--- config.mk ---
export PLATFORM = sky130hd
export DESIGN_NAME = twi_mem_slave
export DESIGN_NICKNAME = d
export VERILOG_FILES = /design/src/rtl/twi_mem_pkg.sv /design/src/rtl/twi_bus_sync.sv /design/src/rtl/twi_mem_dpath.sv /design/src/rtl/twi_mem_ctrl.sv /design/src/rtl/twi_mem_slave.sv
export SDC_FILE = /design/constraint.sdc
export NUM_CORES = 1
export LEC_CHECK = 0
export ABC_AREA = 0
export CORE_AREA = 2 2 93 95
export CTS_BUF_LIST = sky130_fd_sc_hd__clkbuf_8
export CTS_CLUSTER_SIZE = 10
export DETAILED_ROUTE_END_ITERATION = 12
export DIE_AREA = 0 0 95 97
export DONT_BUFFER_PORTS = 1
export PLACE_DENSITY_LB_ADDON = 0.1
export REMOVE_ABC_BUFFERS = 1
export SYNTH_ARGS = -nofsm -noshare
export SYNTH_HDL_FRONTEND = slang
export SYNTH_SLANG_ARGS = --single-unit
--- constraint.sdc ---
create_clock -name clk -period 2.4 [get_ports clk]
set_input_delay 0.12 -clock clk [delete_from_list [all_inputs] [get_ports clk]]
set_output_delay 0.12 -clock clk [all_outputs]
set_load 0.1 [all_outputs]
--- src/rtl/twi_mem_pkg.sv ---
package twi_mem_pkg;
  localparam int ADDR_W = 17;
  localparam int BYTE_W = 8;
  localparam int CNT_W = $clog2(BYTE_W + 1);
  localparam logic [3:0] DEV_CODE = 4'b1010;

  typedef struct packed {
    logic shiftIn;
    logic loadDev;
    logic loadHi;
    logic loadLo;
    logic writeMem;
    logic loadTx;
    logic shiftTx;
    logic sampleAck;
  } strobe_t;

  typedef enum logic [3:0] {
    ST_IDLE, ST_DEV, ST_ACKDEV, ST_AHI, ST_ACKHI, ST_ALO, ST_ACKLO,
    ST_WDAT, ST_ACKW, ST_RDAT, ST_MACK, ST_IGNORE
  } state_t;
endpackage

--- src/rtl/twi_bus_sync.sv ---
module twi_bus_sync #(
  parameter int STAGES = 2
) (
  input  logic clk,
  input  logic rstN,
  input  logic sclIn,
  input  logic sdaIn,
  output logic sclS,
  output logic sdaS,
  output logic sclRise,
  output logic sclFall,
  output logic startDet,
  output logic stopDet
);
  logic [STAGES-1:0] sclPipe, sdaPipe;
  logic sclD, sdaD;

  always_ff @(posedge clk or negedge rstN) begin
    if (!rstN) begin
      sclPipe <= '1;
      sdaPipe <= '1;
      sclD <= 1'b1;
      sdaD <= 1'b1;
    end else begin
      sclPipe <= {sclPipe[STAGES-2:0], sclIn};
      sdaPipe <= {sdaPipe[STAGES-2:0], sdaIn};
      sclD <= sclPipe[STAGES-1];
      sdaD <= sdaPipe[STAGES-1];
    end
  end

  assign sclS = sclPipe[STAGES-1];
  assign sdaS = sdaPipe[STAGES-1];
  assign sclRise = sclS & ~sclD;
  assign sclFall = ~sclS & sclD;
  assign startDet = sclS & sclD & sdaD & ~sdaS;
  assign stopDet = sclS & sclD & ~sdaD & sdaS;
endmodule

--- src/rtl/twi_mem_dpath.sv ---
module twi_mem_dpath
  import twi_mem_pkg::*;
(
  input  logic              clk,
  input  logic              rstN,
  input  logic              sdaS,
  input  logic              csPin,
  input  strobe_t           stb,
  input  logic [BYTE_W-1:0] memRdata,
  output logic              devMatch,
  output logic              rwBit,
  output logic              masterNack,
  output logic              txBit,
  output logic [ADDR_W-1:0] memAddr,
  output logic [BYTE_W-1:0] memWdata
);
  localparam int HI_LSB = BYTE_W;
  localparam int TOP_BIT = ADDR_W - 1;

  logic [BYTE_W-1:0] rxShift, txShift;
  logic [ADDR_W-1:0] addrCnt;
  logic rwReg, nackReg;

  always_ff @(posedge clk or negedge rstN) begin
    if (!rstN) begin
      rxShift <= '0;
      txShift <= '1;
      addrCnt <= '0;
      rwReg <= 1'b0;
      nackReg <= 1'b1;
    end else begin
      if (stb.shiftIn) rxShift <= {rxShift[BYTE_W-2:0], sdaS};
      if (stb.loadDev) begin
        addrCnt[TOP_BIT] <= rxShift[1];
        rwReg <= rxShift[0];
      end
      if (stb.loadHi) addrCnt[HI_LSB +: BYTE_W] <= rxShift;
      if (stb.loadLo) addrCnt[BYTE_W-1:0] <= rxShift;
      if (stb.writeMem) addrCnt <= addrCnt + 1'b1;
      if (stb.loadTx) begin
        txShift <= memRdata;
        addrCnt <= addrCnt + 1'b1;
      end
      if (stb.shiftTx) txShift <= {txShift[BYTE_W-2:0], 1'b1};
      if (stb.sampleAck) nackReg <= sdaS;
    end
  end

  assign devMatch = (rxShift[7:4] == DEV_CODE) && !rxShift[3] && (rxShift[2] == csPin);
  assign rwBit = rwReg;
  assign masterNack = nackReg;
  assign txBit = txShift[BYTE_W-1];
  assign memAddr = addrCnt;
  assign memWdata = rxShift;
endmodule

--- src/rtl/twi_mem_ctrl.sv ---
module twi_mem_ctrl
  import twi_mem_pkg::*;
(
  input  logic    clk,
  input  logic    rstN,
  input  logic    sclRise,
  input  logic    sclFall,
  input  logic    startDet,
  input  logic    stopDet,
  input  logic    devMatch,
  input  logic    rwBit,
  input  logic    masterNack,
  input  logic    txBit,
  output strobe_t stb,
  output logic    sdaOe,
  output logic    memWe
);
  localparam logic [CNT_W-1:0] LAST_RX = CNT_W'(BYTE_W);
  localparam logic [CNT_W-1:0] LAST_TX = CNT_W'(BYTE_W - 1);

  state_t state, nxt;
  logic [CNT_W-1:0] bitCnt, cntNxt;

  always_ff @(posedge clk or negedge rstN) begin
    if (!rstN) begin
      state <= ST_IDLE;
      bitCnt <= '0;
    end else begin
      state <= nxt;
      bitCnt <= cntNxt;
    end
  end

  always_comb begin
    nxt = state;
    cntNxt = bitCnt;
    stb = '0;
    if (startDet) begin
      nxt = ST_DEV;
      cntNxt = '0;
    end else if (stopDet) begin
      nxt = ST_IDLE;
    end else begin
      case (state)
        ST_DEV, ST_AHI, ST_ALO, ST_WDAT: begin
          if (sclRise) begin
            stb.shiftIn = 1'b1;
            cntNxt = bitCnt + 1'b1;
          end else if (sclFall && bitCnt == LAST_RX) begin
            cntNxt = '0;
            if (state == ST_DEV) begin
              if (devMatch) begin
                stb.loadDev = 1'b1;
                nxt = ST_ACKDEV;
              end else begin
                nxt = ST_IGNORE;
              end
            end else if (state == ST_AHI) begin
              stb.loadHi = 1'b1;
              nxt = ST_ACKHI;
            end else if (state == ST_ALO) begin
              stb.loadLo = 1'b1;
              nxt = ST_ACKLO;
            end else begin
              stb.writeMem = 1'b1;
              nxt = ST_ACKW;
            end
          end
        end
        ST_ACKDEV: if (sclFall) begin
          if (rwBit) begin
            stb.loadTx = 1'b1;
            nxt = ST_RDAT;
          end else begin
            nxt = ST_AHI;
          end
        end
        ST_ACKHI: if (sclFall) nxt = ST_ALO;
        ST_ACKLO, ST_ACKW: if (sclFall) nxt = ST_WDAT;
        ST_RDAT: if (sclFall) begin
          if (bitCnt == LAST_TX) begin
            nxt = ST_MACK;
            cntNxt = '0;
          end else begin
            stb.shiftTx = 1'b1;
            cntNxt = bitCnt + 1'b1;
          end
        end
        ST_MACK: begin
          if (sclRise) begin
            stb.sampleAck = 1'b1;
          end else if (sclFall) begin
            if (!masterNack) begin
              stb.loadTx = 1'b1;
              nxt = ST_RDAT;
            end else begin
              nxt = ST_IGNORE;
            end
          end
        end
        default: ;
      endcase
    end
  end

  always_comb begin
    case (state)
      ST_ACKDEV, ST_ACKHI, ST_ACKLO, ST_ACKW: sdaOe = 1'b1;
      ST_RDAT: sdaOe = ~txBit;
      default: sdaOe = 1'b0;
    endcase
  end

  assign memWe = stb.writeMem;
endmodule

--- src/rtl/twi_mem_slave.sv ---
module twi_mem_slave
  import twi_mem_pkg::*;
#(
  parameter int SYNC_STAGES = 2
) (
  input  logic              clk,
  input  logic              rstN,
  input  logic              sclIn,
  input  logic              sdaIn,
  input  logic              csPin,
  output logic              sdaOe,
  output logic [ADDR_W-1:0] memAddr,
  output logic              memWe,
  output logic [BYTE_W-1:0] memWdata,
  input  logic [BYTE_W-1:0] memRdata
);
  logic sclS, sdaS, sclRise, sclFall, startDet, stopDet;
  logic devMatch, rwBit, masterNack, txBit;
  strobe_t stb;

  twi_bus_sync #(.STAGES(SYNC_STAGES)) u_sync (
    .clk(clk), .rstN(rstN), .sclIn(sclIn), .sdaIn(sdaIn),
    .sclS(sclS), .sdaS(sdaS), .sclRise(sclRise), .sclFall(sclFall),
    .startDet(startDet), .stopDet(stopDet)
  );

  twi_mem_ctrl u_ctrl (
    .clk(clk), .rstN(rstN), .sclRise(sclRise), .sclFall(sclFall),
    .startDet(startDet), .stopDet(stopDet), .devMatch(devMatch),
    .rwBit(rwBit), .masterNack(masterNack), .txBit(txBit),
    .stb(stb), .sdaOe(sdaOe), .memWe(memWe)
  );

  twi_mem_dpath u_dpath (
    .clk(clk), .rstN(rstN), .sdaS(sdaS), .csPin(csPin), .stb(stb),
    .memRdata(memRdata), .devMatch(devMatch), .rwBit(rwBit),
    .masterNack(masterNack), .txBit(txBit), .memAddr(memAddr),
    .memWdata(memWdata)
  );
endmodule

Word-level counts from Yosys, hierarchy flattened
Cells that the tools add are included.
- $add $sub $neg: 2
- multipliers: 0
- div/mod/pow operators: 0
- $lt $le $gt $ge: 0
- equal/unequal tests: 26
- shift-type cells: 0
- mux-type cells: 56
- bitwise logic cells: 12
- reductions and logical operators: 15
- operators by type and width (cell ; number):
    two-way mux 4 bit ; 24
    two-way mux 8 bit ; 6
    two-way mux 17 bit ; 2
    != test 4 x 3 -> 1 bit (second input constant) ; 8
    one-hot mux 4 bit (6 select lines) ; 1
    == test 4 x 3 -> 1 bit (second input constant) ; 5
    == test 4 bit (second input constant) ; 5
    adder 17 x 1 -> 17 bit (second input constant) ; 1
    two-way mux 1 bit ; 16
    nonzero test 3 bit ; 4
    AND reduction 10 bit ; 1
    == test 4 x 2 -> 1 bit (second input constant) ; 2
    != test 4 bit (second input constant) ; 2
    one-hot mux 4 bit (2 select lines) ; 1
    nonzero test 8 bit ; 1
    OR reduction 4 bit ; 2
    AND 1 bit ; 7
    two-way mux 5 bit ; 1
    NOT 1 bit ; 5
    adder 4 x 1 -> 4 bit (second input constant) ; 1
    == test 4 x 1 -> 1 bit (second input constant) ; 1
    two-way mux 2 bit ; 2
    one-hot mux 1 bit (2 select lines) ; 2
    AND reduction 4 bit ; 1
    8 further kinds ; 10
- flip-flop bits (word level): 49
- bits in latches: 0
- bits in writable memories: 0
- memory bits (read-only): 0
- input bits: 13
- word-level logic and storage cells: 124
- memories kept: 0

Logic depth before layout (Yosys ltp)
Gate-level depths: netlist of run 1.
- word-level depth: 13
- mapped depth: 9

Cells and area by module
Synthesis of run 1 repeated with hierarchy kept, for this count alone.
- cells, all modules: 271
- area total of the unflattened synthesis: 2765.2 sq um
- by module, submodules not included (module ; times used ; cells each ; area an instance (sq um) ; seq. area each (sq um)):
    twi_mem_dpath ; 1 ; 161 ; 1756.7 ; 887.1
    twi_mem_ctrl ; 1 ; 100 ; 818.3 ; 200.2
    twi_bus_sync ; 1 ; 10 ; 190.2 ; 157.7

Worst setup path after synthesis of run 1
No wires, ideal clock.
- path type: reg2out
- start: register u_ctrl.state[2]
- end: output sdaOe
- data arrival time: 3.103 ns
- slack: -0.823 ns
- cell stages (with the launch flop): 5
- cells stage by stage: dfrtp_1 -> buf_2 -> buf_1 -> nor2_1 -> o31ai_1
- longest elaborated chain between the ends: 3
- elaborated cells on any way between the ends: 7
- those cells by class: 5 x eq/ne; 1 x mux; 1 x reduce/logical
- RTL lines (what ; line ; RTL):
    from (decl) ; twi_mem_ctrl.sv:21 ; state_t state, nxt;
    from (signal assigned) ; twi_mem_ctrl.sv:29 ; state <= nxt;
    == test 4 x 2 -> 1 bit (tied with other cells) ; twi_mem_ctrl.sv:107 ; case (state)
    OR reduction 4 bit ; twi_mem_ctrl.sv:107 ;
    one-hot mux 1 bit (2 select lines) * ; twi_mem_ctrl.sv:107 ;
    to (decl) ; twi_mem_slave.sv:11 ; output logic sdaOe,
Every way passes the cells marked *; elsewhere a longest branch is shown, timed or not.

Final worst setup path of run 1
- start: register u_ctrl.bitCnt[0]
- end: output memWe
- longest elaborated chain between the ends: 7
- RTL lines (what ; line ; RTL):
    from (decl) ; twi_mem_ctrl.sv:22 ; logic [CNT_W-1:0] bitCnt, cntNxt;
    from (signal assigned) ; twi_mem_ctrl.sv:30 ; bitCnt <= cntNxt;
    == test 4 bit ; twi_mem_ctrl.sv:49 ; end else if (sclFall && bitCnt == LAST_RX) begin
    logical AND 1 bit ; twi_mem_ctrl.sv:49 ;
    two-way mux 4 bit ; twi_mem_ctrl.sv:49 ;
    two-way mux 4 bit ; twi_mem_ctrl.sv:46 ; if (sclRise) begin
    two-way mux 5 bit ; twi_mem_ctrl.sv:44 ; case (state)
    two-way mux 8 bit ; twi_mem_ctrl.sv:41 ; end else if (stopDet) begin
    two-way mux 8 bit ; twi_mem_ctrl.sv:38 ; if (startDet) begin
    to (decl) ; twi_mem_slave.sv:13 ; output logic memWe,
Every way passes these cells.

==> reports/qor.yml, run 1 <==
result_of_the_run: "completed"
critical_path.n_buffers_inverters: 2
r2r-end: "u_dpath.memAddr[16]$_DFFE_PN0P_"
timing.max_cap.violations: 0
multi_input_area_um2: 1453
timing.reg2reg.worst_path_depth: 5
post-synth-top-area-fraction_pct: 30.17
netlist_area_um2: 2820
power.ir.vdd_worst_mv: 0.8018
clk_pin_slew_worst_paths_ps: 90
power_frac_comb_pct: 51.0
timing.critical_path.mode_cell: "and3_1"
clock_insertion_delay_at_the_later_pin_of_the_skew_report_ps: 310
synth_cell_type_count: 65
final_nets: 336
clock_power_share_pct: 14.2
die_width_um: 95
postSynthCellCount: 282
cts.sink_count: 49
fillers: 800
area_share_of_and_or_nand_nor_cells_after_synthesis_pct: 20.32
critical_path.cell_chain: "inv_1 -> ha_1 -> and3b_1 -> and3_1 -> and3_1 -> buf_4"
finClkSkew_ps: 5.697
cp_slowest_cell: "dfrtp_1"
hold_ws_ps: 6.990
detailedRoute.firstPassIterationCount: 4
ant_diodes: 0
number_of_buffers_added_on_ports: 0
cts-resized-gates: 0
worst_hold_path_type: "in2reg"
drt_first_iter_violations: 103
number_of_buffers_created_by_cts: 5
num_rows: 33
synth_ff_type: "dfrtp_1"
timing.hold.worst_path_depth: 2
postSynthRegisterBits: 49
timing.final.hold_violations: 0
area_delta_synth_final_pct: 19.83
cpLargestDelayFamily: "simple AND/OR/NAND/NOR gates"
antenna_violations_before_repair: 0
setup_total_negative_slack_ps: 0
power.internal_w: 0.001900
worstSetupPathType: "reg2out"
floorplan.initialDensity_pct: 34.67
max-slew-margin-rel_pct: 66.09
ys_top_cells_by_area: "dfrtp_1, dfstp_2, mux2_2"
tritoncts_clock_tree: "done"
slew_violations: 0
setup.reg_to_reg.worst_slack_ps: 330
seq_power_share_pct: 34.8
timing.hold.worst_endpoint: "u_dpath.txShift[7]$_DFFE_PN1P_"
layout-drive-gt1-share_pct: 26.17
post-cts-setup-buffers: 0
ant_nets: 0
synth-compound-area-share_pct: 21.56
first_global_vias: 2285
grt_util_all_layers_pct: 16.44
worstSetupStartpoint: "u_ctrl.bitCnt[0]$_DFFE_PN0P_"
vias: 2336
finalPower_w: 0.003721
root_buffer: "clkbuf_8"
cp_data_arrival_time_ps: 2020
reg2reg_from: "u_sync.sclD$_DFF_PN1_"
final.min_clock_period_ps: 2141
p_switching_w: 0.001821
post_drt_via_cell_ratio: 5.484
synth_xor_area_share_pct: 0.9317
routabilityCongestion: 0.7739
critPathLaunchType: "flip-flop"
cts_buffer_depth: 2
die_y_um: 97
post-route-util_pct: 41.55
ys_seq_area_share_pct: 44.14
post-route-period-util_pct: 89.21
max_stage_delay_ps: 410
synth_top_family_by_area: "compound AO/OA/AOI/OAI gates"
final-seq-area_um2: 1245
place_hpwl_mm: 5.062
fmax_mhz: 467.0
synth_area_leader_cell: "dfrtp_1"
critical_path_required_ps: 2280
crit_path_max_fanout: 5
max_slew.worst_pin.slew_ps: 505.6
grt_max_degree: 50
globalRouteOverflowTotal: 0
finalSetupViolCount: 0
power.share.switching_pct: 48.94
synth.mux.area_fraction_pct: 6.877
die-area_um2: 9215
fp.coreArea_um2: 8134
hold_buffers: 10
warning_count_from_the_yosys_run: 0
synthAdderAreaFrac_pct: 1.331
pwr_density_cell_nw_per_um2: 1101
finalWirelength_mm: 7.083
leakage_dissipation_nw: 1.458
grt_setup_unrepaired: "no"
hold_path_startpoint: "memRdata[7]"
post-route-drc-count: 0
synth_edf_count: 0
critPathCaptureType: "output port"
cts_max_level: 2
synth_area_per_cell_um2: 10.00
wl_per_cell_um: 16.63
num_io_pins: 40
share_of_flip_flops_with_an_asynchronous_set_or_reset_pct: 100.0
grt_first_pass_wirelength_mm: 11.85
worst max path at each step:
| stage | to | slack [ps] | cells after the start |
|---|---|---|---|
| after floorplan | sdaOe | -680 | 2 |
| after global placement | u_dpath.memAddr[16]$_DFFE_PN0P_ | 350 | 5 |
| after detailed placement | u_dpath.memAddr[16]$_DFFE_PN0P_ | 350 | 5 |
| after CTS | memWe | 250 | 6 |
| after global routing | u_dpath.memAddr[15]$_DFFE_PN0P_ | 120 | 5 |
| final | memWe | 260 | 6 |
power groups by stage:
stage / clock, W / combinational [W] / sequential [W]
detailed placement: 0 / 0.00188 / 0.00131
floorplan: 0 / 0.000792 / 0.00191
global placement: 0 / 0.00187 / 0.00131
finish: 0.000528 / 0.00190 / 0.00130
CTS: 0.000544 / 0.00191 / 0.00130
global route: 0.000565 / 0.00204 / 0.00134
metal layers:
layer / GRT usage, % / part of all wire (%)
met5: 0 / 0
met2: 25.97 / 46
met1: 22.42 / 47
met4: 5.128 / 1.4
met3: 3.427 / 4.7
cells by family (layout without fill, tap and decap cells):
family,count (synthesis),after routing
compound gates,81,81
xor+xnor,3,3
fa+ha+maj,3,3
buf+inv,33,72
flops,49,49
mux,18,18
simple gates,95,95
sequential cells by signal, summed over array words and instances, names as in the netlist:
| signal | count |
|---|---|
| u_dpath.memAddr | 17 |
| u_dpath.memWdata | 8 |
| u_dpath.txShift | 8 |
| u_ctrl.bitCnt | 4 |
| u_ctrl.state | 4 |
| u_sync.sclPipe | 2 |
| u_sync.sdaPipe | 2 |
| u_dpath.masterNack | 1 |
| u_dpath.rwBit | 1 |
| u_sync.sclD | 1 |
| u_sync.sdaD | 1 |
layout by cell type (no fill, tap or decap), types with 9 or more instances in the layout:
cell type and n:
and3_1 9, dfrtp_1 34, buf_4 37, nand3_1 11, a21oi_1 17, dlygate4sd3_1 9, nor2_1 13, o22ai_1 11
inv_1 17, nand2_1 17, dfstp_2 15
per-stage QoR:
step | instances | worst slack, ps | cell area (um^2)
floorplan | 266 | -677.0 | 2748
global placement | 408 | 352.3 | 3171
detailed placement | 408 | 352.8 | 3171
CTS | 426 | 251.6 | 3379
global route | 426 | 124.6 | 3379
finish | 426 | 258.9 | 3379
cell type report:
class | count | share of cell area, %
Timing Repair Buffer | 47 | 11.70
Sequential cell | 49 | 36.84
Multi-Input combinational cell | 200 | 42.98
Clock buffer | 6 | 2.444
Clock inverter | 2 | 0.2592
Tap cell | 105 | 3.887
Inverter | 17 | 1.888
synth_stat cells, types with 7 or more instances:
cell,instances
nor2_1,13
dfrtp_1,34
nand3_1,11
inv_1,17
clkbuf_1,7
and3_1,9
a21oi_1,17
mux2_2,8
and2_1,7
nand2_1,17
dfstp_2,15
o22ai_1,11
o21ai_0,8
mux2i_1,7
buf_2,7
a311oi_1,7
(Power assumes the default switching activity.)
==> run 2, diff against run 1 <==
- GPL_TIMING_DRIVEN: unset -> 0
==> run 2 against run 1 <==
Power down 4.5%. Clock skew up 6.3 ps. Core utilization down 2.9 points. Clock-buffer cell count unchanged. Via count down 7.2%. Wire length down 3.5%. Non-clock buffer count down 36. Critical endpoint is now u_dpath.rwBit$_DFFE_PN0P_.
==> reports/qor.yml, run 2 (synthesized netlist as in run 1, its figures left out) <==
timing.hold.worst_path_depth: 2
finalSetupViolCount: 0
fp.coreArea_um2: 8134
die_width_um: 95
leakage_dissipation_nw: 1.257
timing.max_cap.violations: 0
placedCellCount: 371
filler_free_cell_count_of_the_finished_design: 390
number_of_buffers_added_on_ports: 0
root_buffer: "clkbuf_8"
grt_busiest_layer: "met2"
max-slew-margin-rel_pct: 24.65
tritoncts_clock_tree: "done"
grt.met2_usage_pct: 24.17
max_slew.worst_pin.slew_ps: 1130
num_io_pins: 40
fmax_mhz: 429.2
clk_pin_slew_worst_paths_ps: 100
critical_path_required_ps: 2590
max_stage_delay_ps: 1110
slew_violations: 0
num_rows: 33
critPathCaptureType: "flip-flop"
most-common-layout-cells: "dfrtp_1, inv_1, nand2_1, a21oi_1, dfstp_2"
first_global_vias: 2064
post-route-period-util_pct: 97.08
timing.hold.worst_endpoint: "u_dpath.txShift[2]$_DFFE_PN1P_"
ant_nets: 0
flip_flop_count_of_the_largest_register_after_layout: 17
post_drt_via_cell_ratio: 5.556
result_of_the_run: "completed"
grt_first_pass_wirelength_mm: 10.97
final.min_clock_period_ps: 2330
die-area_um2: 9215
pwr_density_cell_nw_per_um2: 1132
worstSetupPathType: "reg2reg"
timing.final.hold_violations: 0
finalPower_w: 0.003555
grt_max_degree: 50
final_nets: 300
hold_path_startpoint: "memRdata[2]"
place_hpwl_mm: 4.606
routabilityCongestion: 0.7700
cp_data_arrival_time_ps: 2520
wl_per_cell_um: 17.53
clock_insertion_delay_at_the_later_pin_of_the_skew_report_ps: 310
grt_use_met1_pct: 20.40
cts_max_level: 2
die_y_um: 97
globalRouteOverflowTotal: 0
post-route-drc-count: 0
vias: 2167
finClkSkew_ps: 11.95
grt_util_met3_pct: 4.517
power.ir.vdd_worst_mv: 0.8882
cts_buffer_depth: 2
reg2reg_from: "u_dpath.memWdata[2]$_DFFE_PN0P_"
crit_path_max_fanout: 6
r2r-end: "u_dpath.rwBit$_DFFE_PN0P_"
grt_util_all_layers_pct: 15.32
finalWirelength_mm: 6.836
floorplan.initialDensity_pct: 34.67
critPathLaunchType: "flip-flop"
number_of_buffers_created_by_cts: 5
drt_first_iter_violations: 78
antenna_violations_before_repair: 0
critical_path.cell_chain: "xnor2_1 -> and3_1 -> and4_1 -> mux2_1"
timing.reg2reg.worst_path_depth: 4
layout-drive-gt1-share_pct: 23.86
detailedRoute.firstPassIterationCount: 4
setup.reg_to_reg.worst_slack_ps: 70
grt_setup_unrepaired: "yes"
worst_hold_path_type: "in2reg"
ant_diodes: 0
area_delta_synth_final_pct: 11.40
cts.sink_count: 49
cp_slowest_cell: "dfrtp_1"
layout.cells.most_common: "dfrtp_1"
run 2: cell types whose count changed in the layout (fill, tap and decap cells not counted), moves of 2 or more:
cell / change
buf_4: -34
dfrtp_1: -14
dfrtp_2: +12
dfrtp_4: +2
dlygate4sd3_1: -2
nor2b_1: -2
nor2b_2: +2
run 2: cell type report:
cell class              instances  area (um^2)
fillers                       802         4992
repair buffers                 11        120.1
flip-flops and latches         49         1267
multi-input cells             200         1459
well taps                     105        131.4
clock buffers                   6        82.58
clock inverters                 2        17.52
inverters                      17        63.81
run 2: per-stage QoR:
| stage | TNS [ps] | setup slack, ps | area (um^2) | hold WS (ps) | util [%] |
|---|---|---|---|---|---|
| 2_1_floorplan | -741.1 | -677.0 | 2748 | -175.6 | - |
| 5_1_grt | -35.99 | -35.99 | 3142 | 6.193 | 38.62 |
| 6_report | 0 | 70.15 | 3142 | 15.06 | 38.62 |
| 3_5_place_dp | -1177 | -276.6 | 2893 | -174.5 | 35.56 |
| 4_1_cts | 0 | 8.100 | 3126 | 1.741 | 38.42 |
| 3_3_place_gp | -2118 | -927.2 | 2879 | -174.5 | 35.39 |
run 2: how the worst max path moves through the flow:
stage / startpoint / to / slack [ps] / cells past startpoint
5_1_grt: u_ctrl.state[3]$_DFFE_PN0P_ / u_dpath.memAddr[15]$_DFFE_PN0P_ / -40 / 5
6_report: u_dpath.memWdata[2]$_DFFE_PN0P_ / u_dpath.rwBit$_DFFE_PN0P_ / 70 / 4
3_5_place_dp: u_dpath.memAddr[0]$_DFFE_PN0P_ / u_dpath.memAddr[10]$_DFFE_PN0P_ / -280 / 6
3_3_place_gp: u_ctrl.state[2]$_DFFE_PN0P_ / sdaOe / -930 / 2
2_1_floorplan: u_ctrl.state[2]$_DFFE_PN0P_ / sdaOe / -680 / 2
4_1_cts: u_dpath.memAddr[8]$_DFFE_PN0P_ / u_dpath.memAddr[16]$_DFFE_PN0P_ / 8 / 5
run 2: what timing repair did:
item                                   in CTS  in global routing
setup endpoints to repair                  11                 10
pin swaps                                   1                  0
hold buffers                                8                  0
setup buffers                               3                  0
endpoints found under the hold margin      55                  0
resized for setup                           9                 10
run 2: power by group:
part | switching, W | total (W) | internal [W]
logic | 0.000538 | 0.000967 | 0.000429
registers | 0.000956 | 0.00205 | 0.00109
clock network | 0.000303 | 0.000543 | 0.000240
run 2: worst max-delay path: cells and delay by family (launching register included):
family | cells | cell delay [ps]
DFF | 1 | 1110
and+or+nand+nor | 2 | 580
muxes | 1 | 330
xor gates and xnor gates | 1 | 190
run 2: per-layer routing:
metal  part of all wire, %  vias to the layer above
li1                      -                     1066
met1                    47                     1060
met2                    48                       39
met3                   4.5                        2
met4                  0.63                        0
met5                     0                        -
